===== config.mk =====
export PLATFORM = sky130hd
export DESIGN_NAME = dma_stat_irq
export DESIGN_NICKNAME = d
export VERILOG_FILES = /design/src/rtl/dsi_pkg.sv /design/src/rtl/dsi_evt_bank.sv /design/src/rtl/dsi_sum_fold.sv /design/src/rtl/dsi_proc_state.sv /design/src/rtl/dma_stat_irq.sv
export SDC_FILE = /design/constraint.sdc
export NUM_CORES = 1
export LEC_CHECK = 0
export ABC_AREA = 1
export CAP_MARGIN = 10
export CORE_ASPECT_RATIO = 1.1
export CORE_MARGIN = 2
export CORE_UTILIZATION = 35
export DETAILED_ROUTE_END_ITERATION = 12
export HOLD_SLACK_MARGIN = 0.08
export PLACE_DENSITY = 0.88
export SLEW_MARGIN = 20
export SYNTH_ARGS = -nofsm -noshare
export SYNTH_HDL_FRONTEND = slang
export SYNTH_SLANG_ARGS = --single-unit
export TNS_END_PERCENT = 100

===== constraint.sdc =====
create_clock -name clk -period 0.8 [get_ports clk]
set_input_delay 0.16 -clock clk [delete_from_list [all_inputs] [get_ports clk]]
set_output_delay 0.16 -clock clk [all_outputs]
set_load 0.03 [all_outputs]

===== src/rtl/dsi_pkg.sv =====
package dsi_pkg;
  localparam int EVT_W_DEF = 8;
  localparam logic [EVT_W_DEF-1:0] NORM_MASK_DEF = 8'b1000_0111;
  localparam logic [EVT_W_DEF-1:0] ABN_MASK_DEF  = 8'b0111_1000;

  typedef enum logic [2:0] {
    PS_STOP  = 3'd0,
    PS_FETCH = 3'd1,
    PS_WAIT  = 3'd3,
    PS_SUSP  = 3'd4,
    PS_CLOSE = 3'd5,
    PS_XFER  = 3'd7
  } pstate_e;

  // next value of a bank of sticky bits: a set beats a clear
  function automatic logic [31:0] w1c_next(logic [31:0] q, logic [31:0] set,
                                           logic [31:0] clr);
    return set | (q & ~clr);
  endfunction

  // any bit of a group that is both pending and enabled
  function automatic logic group_hit(logic [31:0] evt, logic [31:0] en,
                                     logic [31:0] grp);
    return |(evt & en & grp);
  endfunction
endpackage


===== src/rtl/dsi_evt_bank.sv =====
module dsi_evt_bank #(
  parameter int W = 8
) (
  input  logic         clk,
  input  logic         rst_n,
  input  logic [W-1:0] set_i,
  input  logic [W-1:0] clr_i,
  output logic [W-1:0] evt_d,
  output logic [W-1:0] evt_q
);
  assign evt_d = W'(dsi_pkg::w1c_next(32'(evt_q), 32'(set_i), 32'(clr_i)));

  always_ff @(posedge clk or negedge rst_n) begin
    if (!rst_n) evt_q <= '0;
    else        evt_q <= evt_d;
  end

  for (genvar i = 0; i < W; i++) begin : g_chk
    AST_EVT_FALL_NEEDS_CLR: assert property (@(posedge clk) disable iff (!rst_n)
      $fell(evt_q[i]) |-> $past(clr_i[i])) else $error("evt fell without clear");
    AST_SET_WINS: assert property (@(posedge clk) disable iff (!rst_n)
      $past(set_i[i]) |-> evt_q[i]) else $error("set lost");
  end
endmodule


===== src/rtl/dsi_sum_fold.sv =====
module dsi_sum_fold #(
  parameter int W = 8,
  parameter logic [W-1:0] NORM = '0,
  parameter logic [W-1:0] ABN  = '0
) (
  input  logic         clk,
  input  logic         rst_n,
  input  logic [W-1:0] evt_d,
  input  logic [W-1:0] en_d,
  input  logic         nclr,
  input  logic         aclr,
  input  logic [1:0]   sum_en,
  output logic         nsum_q,
  output logic         asum_q,
  output logic         irq_o
);
  logic nhit, ahit, nsum_d, asum_d;

  assign nhit   = dsi_pkg::group_hit(32'(evt_d), 32'(en_d), 32'(NORM));
  assign ahit   = dsi_pkg::group_hit(32'(evt_d), 32'(en_d), 32'(ABN));
  assign nsum_d = nhit | (nsum_q & ~nclr);
  assign asum_d = ahit | (asum_q & ~aclr);

  always_ff @(posedge clk or negedge rst_n) begin
    if (!rst_n) begin
      nsum_q <= 1'b0;
      asum_q <= 1'b0;
    end else begin
      nsum_q <= nsum_d;
      asum_q <= asum_d;
    end
  end

  assign irq_o = (nsum_q & sum_en[0]) | (asum_q & sum_en[1]);

  AST_NSUM_STICKY: assert property (@(posedge clk) disable iff (!rst_n)
    $fell(nsum_q) |-> $past(nclr)) else $error("nsum fell");
  AST_ASUM_STICKY: assert property (@(posedge clk) disable iff (!rst_n)
    $fell(asum_q) |-> $past(aclr)) else $error("asum fell");
endmodule


===== src/rtl/dsi_proc_state.sv =====
module dsi_proc_state #(
  parameter int ST_W = 3
) (
  input  logic            clk,
  input  logic            rst_n,
  input  logic            eng_we,
  input  logic [ST_W-1:0] eng_val,
  input  logic            frc_we,
  input  logic [ST_W-1:0] frc_val,
  output logic [ST_W-1:0] st_q
);
  always_ff @(posedge clk or negedge rst_n) begin
    if (!rst_n)      st_q <= ST_W'(dsi_pkg::PS_STOP);
    else if (eng_we) st_q <= eng_val;
    else if (frc_we) st_q <= frc_val;
  end

  AST_ST_HOLD: assert property (@(posedge clk) disable iff (!rst_n)
    (!$past(eng_we) && !$past(frc_we)) |-> $stable(st_q)) else $error("state drift");
  AST_ENG_LOAD: assert property (@(posedge clk) disable iff (!rst_n)
    $past(eng_we) |-> (st_q == $past(eng_val))) else $error("state load");
endmodule


===== src/rtl/dma_stat_irq.sv =====
module dma_stat_irq #(
  parameter int EVT_W  = dsi_pkg::EVT_W_DEF,
  parameter logic [EVT_W-1:0] NORM_MASK = dsi_pkg::NORM_MASK_DEF,
  parameter logic [EVT_W-1:0] ABN_MASK  = dsi_pkg::ABN_MASK_DEF,
  parameter int RU_BIT = 3,
  parameter int ST_W   = 3,
  parameter int DATA_W = 32
) (
  input  logic              clk,
  input  logic              rst_n,
  input  logic              reg_we,
  input  logic              reg_addr,
  input  logic [DATA_W-1:0] reg_wdata,
  output logic [DATA_W-1:0] reg_rdata,
  input  logic [EVT_W-1:0]  evt_set,
  input  logic              rx_st_we,
  input  logic [ST_W-1:0]   rx_st_val,
  input  logic              tx_st_we,
  input  logic [ST_W-1:0]   tx_st_val,
  output logic              irq,
  output logic              rx_resume,
  output logic              ro_write_err
);
  localparam int NSUM_BIT = EVT_W;
  localparam int ASUM_BIT = EVT_W + 1;
  localparam int RW_W     = EVT_W + 2;
  localparam int RXS_LSB  = RW_W;
  localparam int TXS_LSB  = RXS_LSB + ST_W;
  localparam logic ADDR_STAT = 1'b0;
  localparam logic ADDR_IEN  = 1'b1;
  localparam logic [DATA_W-1:0] LOW_ONES = DATA_W'((64'd1 << RW_W) - 64'd1);
  localparam logic [DATA_W-1:0] RO_MASK  = ~LOW_ONES;

  logic             stat_wr, ien_wr, ru_kick, ro_hit;
  logic [EVT_W-1:0] evt_clr, evt_d, evt_q;
  logic [RW_W-1:0]  ien_q, ien_d;
  logic             nsum_q, asum_q;
  logic [ST_W-1:0]  rx_st, tx_st;
  logic             resume_q, ro_err_q;

  // software decode
  assign stat_wr = reg_we && (reg_addr == ADDR_STAT);
  assign ien_wr  = reg_we && (reg_addr == ADDR_IEN);
  assign evt_clr = stat_wr ? reg_wdata[EVT_W-1:0] : '0;
  assign ru_kick = stat_wr && reg_wdata[RU_BIT];
  assign ro_hit  = stat_wr && |(reg_wdata & RO_MASK);
  assign ien_d   = ien_wr ? reg_wdata[RW_W-1:0] : ien_q;

  always_ff @(posedge clk or negedge rst_n) begin
    if (!rst_n) begin
      ien_q    <= '0;
      resume_q <= 1'b0;
      ro_err_q <= 1'b0;
    end else begin
      ien_q    <= ien_d;
      resume_q <= ru_kick;
      ro_err_q <= ro_hit;
    end
  end

  dsi_evt_bank #(.W(EVT_W)) u_evt (
    .clk(clk), .rst_n(rst_n), .set_i(evt_set), .clr_i(evt_clr),
    .evt_d(evt_d), .evt_q(evt_q)
  );

  dsi_sum_fold #(.W(EVT_W), .NORM(NORM_MASK), .ABN(ABN_MASK)) u_sum (
    .clk(clk), .rst_n(rst_n), .evt_d(evt_d), .en_d(ien_d[EVT_W-1:0]),
    .nclr(stat_wr && reg_wdata[NSUM_BIT]), .aclr(stat_wr && reg_wdata[ASUM_BIT]),
    .sum_en({ien_q[ASUM_BIT], ien_q[NSUM_BIT]}),
    .nsum_q(nsum_q), .asum_q(asum_q), .irq_o(irq)
  );

  dsi_proc_state #(.ST_W(ST_W)) u_rx_st (
    .clk(clk), .rst_n(rst_n), .eng_we(rx_st_we), .eng_val(rx_st_val),
    .frc_we(ru_kick), .frc_val(ST_W'(dsi_pkg::PS_WAIT)), .st_q(rx_st)
  );

  dsi_proc_state #(.ST_W(ST_W)) u_tx_st (
    .clk(clk), .rst_n(rst_n), .eng_we(tx_st_we), .eng_val(tx_st_val),
    .frc_we(1'b0), .frc_val('0), .st_q(tx_st)
  );

  // read mux
  logic [DATA_W-1:0] stat_word, ien_word;
  always_comb begin
    stat_word = '0;
    stat_word[EVT_W-1:0]       = evt_q;
    stat_word[NSUM_BIT]        = nsum_q;
    stat_word[ASUM_BIT]        = asum_q;
    stat_word[RXS_LSB +: ST_W] = rx_st;
    stat_word[TXS_LSB +: ST_W] = tx_st;
    ien_word = '0;
    ien_word[RW_W-1:0] = ien_q;
    reg_rdata = (reg_addr == ADDR_IEN) ? ien_word : stat_word;
  end

  assign rx_resume    = resume_q;
  assign ro_write_err = ro_err_q;

  AST_NSUM_COVERS: assert property (@(posedge clk) disable iff (!rst_n)
    |(evt_q & ien_q[EVT_W-1:0] & NORM_MASK) |-> nsum_q) else $error("nsum");
  AST_ASUM_COVERS: assert property (@(posedge clk) disable iff (!rst_n)
    |(evt_q & ien_q[EVT_W-1:0] & ABN_MASK) |-> asum_q) else $error("asum");
  AST_IRQ_QUIET: assert property (@(posedge clk) disable iff (!rst_n)
    (!ien_q[NSUM_BIT] && !ien_q[ASUM_BIT]) |-> !irq) else $error("irq");
  AST_RESUME_WAIT: assert property (@(posedge clk) disable iff (!rst_n)
    (rx_resume && !$past(rx_st_we)) |-> (rx_st == ST_W'(dsi_pkg::PS_WAIT)))
    else $error("resume");
  AST_RO_FLAG_SRC: assert property (@(posedge clk) disable iff (!rst_n)
    ro_write_err |-> $past(reg_we && (reg_addr == ADDR_STAT))) else $error("ro");
endmodule


==> Yosys cells after proc, flatten, opt, wreduce, memory -nomap -nowiden <==
Cells that the tools add are included.
{ "classes": {"n_reduce_logical": 10, "bitwise_logic": 14, "muxes": 5} }
{ "op_table": {"columns": ["cell", "count"], "rows": [
  ["$reduce_or A22 Y1", 1],
  ["$and A8 B8 Y8", 2],
  ["$mux W16", 1],
  ["$mux W8", 2],
  ["$not A8 Y8", 1],
  ["$or A8 B8 Y8", 1],
  ["$reduce_or A4 Y1", 2],
  ["$logic_and A1 B1 Y1", 6],
  ["$mux W3", 2],
  ["$and A1 B1 Y1", 4],
  ["$not A1 Y1", 3],
  ["$or A1 B1 Y1", 3],
  ["$reduce_bool A2 Y1", 1]
]} }
{ "totals": {"input_bits": 52, "register_bits": 28, "out_inout_bits": 35, "wordCells": 38} }

==> Longest topological paths before layout <==
{ "logic_depth": {"depth_word": 9, "mapped_depth": 9, "mapped_depth_nobuf": 8} }

==> By module <==
A second synthesis with hierarchy kept.
{ "unflattened": {"cells_unflattened": 225, "hier_area_um2": 1657.8} }
{ "by_module_without_submodules": {"columns": ["module", "area_each_um2", "cells_per_inst", "instances", "seq_area_each_um2"], "rows": [
  ["dma_stat_irq", 905.9, 122, 1, 300.3],
  ["dsi_evt_bank", 320.3, 40, 1, 200.2],
  ["dsi_proc_state", 137.6, 17, 2, 75.1],
  ["dsi_sum_fold", 156.4, 29, 1, 50.0]
]} }

==> Worst setup path before layout <==
OpenSTA, ideal clock, no wires.
{ "synth_path": {"path_kind": "input to output", "startpoint": "input reg_addr", "endpoint": "output reg_rdata[1]", "arrival_time_ns": 1.156, "path_slack_ns": -0.516, "cell_stages": 4, "n_path_buf": 2, "cell_sequence": "inv_2 > buf_6 > buf_2 > o21ai_0"} }
{ "synth_between": {"elab_chain_cells": 1} }
{ "synth_lines": {"columns": ["element", "line", "source"], "rows": [
  ["from (decl)", "dma_stat_irq.sv:12", "input logic reg_addr,"],
  ["$mux W16", "dma_stat_irq.sv:94", "reg_rdata = (reg_addr == ADDR_IEN) ? ien_word : stat_word;"],
  ["to (decl)", "dma_stat_irq.sv:14", "output logic [DATA_W-1:0] reg_rdata,"]
]} }
Every way passes these cells.

==> Worst setup path after layout <==
{ "layout_path": {"startpoint": "register ien_q[9]", "endpoint": "output irq"} }
{ "layout_between": {"elab_chain_cells": 2} }
{ "layout_lines": {"columns": ["element", "line", "source"], "rows": [
  ["from (decl)", "dma_stat_irq.sv:36", "logic [RW_W-1:0] ien_q, ien_d;"],
  ["from (signal assigned)", "dma_stat_irq.sv:55", "ien_q <= ien_d;"],
  ["$and A1 B1 Y1", "dsi_sum_fold.sv:34", "assign irq_o = (nsum_q & sum_en[0]) | (asum_q & sum_en[1]);"],
  ["$or A1 B1 Y1", "dsi_sum_fold.sv:34", null],
  ["to (decl)", "dma_stat_irq.sv:20", "output logic irq,"]
]} }
Every way passes these cells.

==> impl_metrics.json <==
{
  "ys.warnings.count": 0,
  "antenna_found_initial": 0,
  "rr_startpoint": "ien_q[6]",
  "wl_per_cell_microns": 12.3,
  "synthFlopType": "dfrtp_1",
  "clockBufferDepth": 2,
  "ios": 87,
  "drt_iter0_markers": 98,
  "setup_tns_ns": -6.14,
  "start_util_pct": 36.4,
  "dpl.hpwl_microns": 3080,
  "drtAntennaViolNets": 0,
  "root_buffer": "clkbuf_8",
  "dp_cells": 351,
  "htree_levels": 1,
  "ys_types": 17,
  "routed_wl_microns": 4530,
  "grt_pass1_wl_microns": 6990,
  "core_sq_um": 4320,
  "async_reset_ff_share_pct": 100,
  "utilization_pct": 66.4,
  "synth_most_common_cell": "nand2_1",
  "max_freq_mhz": 804,
  "grt_max_degree": 29,
  "grt_overflow_total": 0,
  "min_from": "rx_st_we",
  "finalSetupViolCount": 25,
  "yosys-top-cells-area": "dfrtp_1, nand2_1, buf_4",
  "worstPathArrival_ns": 1.08,
  "synth_area_sq_um": 1570,
  "drt_pass1_iterations": 4,
  "crit_chain": "a22o_4, buf_6",
  "fillers": 350,
  "cts_hold_buffers": 0,
  "holdCritPathClass": "in2reg",
  "fin_hold_ws_ns": 0.160,
  "outcome": "finished, violations left",
  "clk_latency_ns": 0.27,
  "cts.sinks": 28,
  "synth_compound_area_share_pct": 7.09,
  "finalInstanceArea_sq_um": 2870,
  "cp-end-kind": "output pin",
  "ys_top_cells_by_count": "nand2_1, dfrtp_1, inv_1, nor2_1, buf_4",
  "synth_top_family_by_area": "simple AND/OR/NAND/NOR gates",
  "stdcell_count": 369,
  "placementRows": 25,
  "critPathKind": "reg2out",
  "dr_total_vias": 1643,
  "leakage_nw": 1.45,
  "synth_edf_count": 0,
  "cp_slowest_stage_delay_ns": 0.41,
  "n_antenna_cell": 0,
  "syn_inst": 217,
  "cap_violations": 0,
  "ys_seq_area_share_pct": 44.6,
  "dieArea_sq_um": 5040,
  "die_y_microns": 74.3,
  "fin_skew_ns": 0.00154,
  "nets": 368,
  "die_w_microns": 67.9,
  "synth_area_leader_cell": "dfrtp_1",
  "synth_fa_ha_area_share_pct": 0,
  "routabilityCongestion": 0.789,
  "syn_avg_cell_area_sq_um": 7.24,
  "path_max_fanout": 3,
  "synthMuxAreaShare_pct": 0,
  "via_per_inst": 4.45,
  "finalCriticalPeriod_ns": 1.24,
  "clkTransAtPathRegs_ns": 0.09,
  "area_growth_pct": 82.4,
  "finalWorstSetupSlack_ns": -0.444,
  "drc_errors": 0,
  "hold_viol_final": 0,
  "synth_xor_area_share_pct": 0,
  "portBuffers": 70,
  "vdd_drop_max_uv": 957,
  "numCtsBuffers": 3,
  "cp_data_required_time_ns": 0.64,
  "violations": "negative setup slack",
  "synth_top_area_share_pct": 44.6,
  "cts_tree": "built",
  "synthSimpleGateAreaFrac_pct": 30.0,
  "fin_crit_sh_pct": 155,
  "drive_above_1_share_pct": 39.7,
  "setup.worst_path.start_class": "flip-flop",
  "detailed_place.area_sq_um": 2500,
  "critical_path.startpoint": "ien_q[9]",
  "cp_slowest_cell": "dfrtp_1",
  "drv_slew": 0,
  "powerDensity_nw_per_um2": 1420,
  "ys_ff_latch": 28,
  "grt_pass1_vias": 1666,
  "grtUsageTotal_pct": 18.1,
  "rsz0062_at_grt": "yes"
}
[worst max-delay path, delay by kind of cell, from the launching register on]
| kind | cells | cell delay, ns |
|---|---|---|
| buffers and inverters | 1 | 0.13 |
| AO/OA/AOI/OAI | 1 | 0.26 |
| flip-flops | 1 | 0.41 |
[metal layers]
metal	up-vias	global-route usage, %	wire length (microns)
li1	821	-	-
met1	759	18.8	1640
met2	55	36.8	2620
met3	8	2.72	205
met4	0	4.89	60
met5	-	0	0
[cell families (layout without fill, tap and decap cells)]
group           after synthesis  in the layout
simple gates                120            121
buf+inv                      50            132
flops                        28             28
compound gates               18             18
other cells                   1             16
[flip-flops by register name, indices dropped and copies added (netlist names)]
| name | count |
|---|---|
| u_rx_st.st_q | 3 |
| rx_resume | 1 |
| ro_write_err | 1 |
| ien_q | 10 |
| u_sum.asum_q | 1 |
| u_sum.nsum_q | 1 |
| u_tx_st.st_q | 3 |
| u_evt.evt_q | 8 |
[layout make-up]
class | count | area (sq um) | share of cell area (%)
Sequential cell | 28 | 701 | 24.4
Multi-Input combinational cell | 155 | 935 | 32.6
Tap cell | 54 | 67.6 | 2.36
Timing Repair Buffer | 101 | 1010 | 35.1
Inverter | 27 | 101 | 3.54
Clock buffer | 4 | 55.1 | 1.92
[per-stage QoR]
stage	setup WS (ns)	total power, W
2_1_floorplan	-0.0517	0.00245
3_3_place_gp	-0.657	0.00293
3_5_place_dp	-0.710	0.00295
4_1_cts	-0.451	0.00401
5_1_grt	-0.476	0.00428
6_report	-0.444	0.00407
[worst paths after layout]
path	slack, ns	depth (start not counted)	to
worst min-delay path	0.16	3	u_rx_st.st_q[2]
worst max-delay path	-0.44	2	irq
max in group asynchronous	0.40	2	ien_q[7]
worst max register to register	-0.26	7	u_sum.asum_q
worst min register to register	0.53	2	u_evt.evt_q[3]
min in group asynchronous	0.24	2	u_tx_st.st_q[0]
[where the power goes]
part / internal (W) / total (W) / switching, W
clock network: 0.000441 / 0.000873 / 0.000433
registers: 0.00153 / 0.00162 / 0.0000829
logic: 0.000741 / 0.00158 / 0.000841
[repair_timing]
item                       CTS  global route
setup endpoints to repair   44            33
pin swaps                   53            23
setup buffers               12             3
resized for setup           79            28
cloned                       1             0
[cell usage in the layout, fill, tap and decap left out]
master	netlist	layout
buf_8	0	1
nand2_8	0	2
o21ai_2	2	2
dfrtp_1	28	28
a21oi_2	2	3
o21ai_0	10	4
nand2_4	0	12
nand2_2	1	25
o21ai_1	0	4
o21bai_1	1	1
clkbuf_8	0	4
buf_12	0	3
buf_6	4	28
clkdlybuf4s50_1	0	28
nor2_2	0	2
nor2_1	23	15
buf_2	2	1
buf_4	17	18
nand3_1	15	11
dlygate4sd2_1	0	19
clkbuf_2	0	1
a21oi_1	2	1
a22o_4	0	1
conb_1	1	16
inv_1	26	17
nor2_4	0	6
nand3_2	0	4
inv_2	1	10
o21ai_4	0	2
nand2_1	81	44
dlymetal6s2s_1	0	2
(Power assumes the default switching activity.)
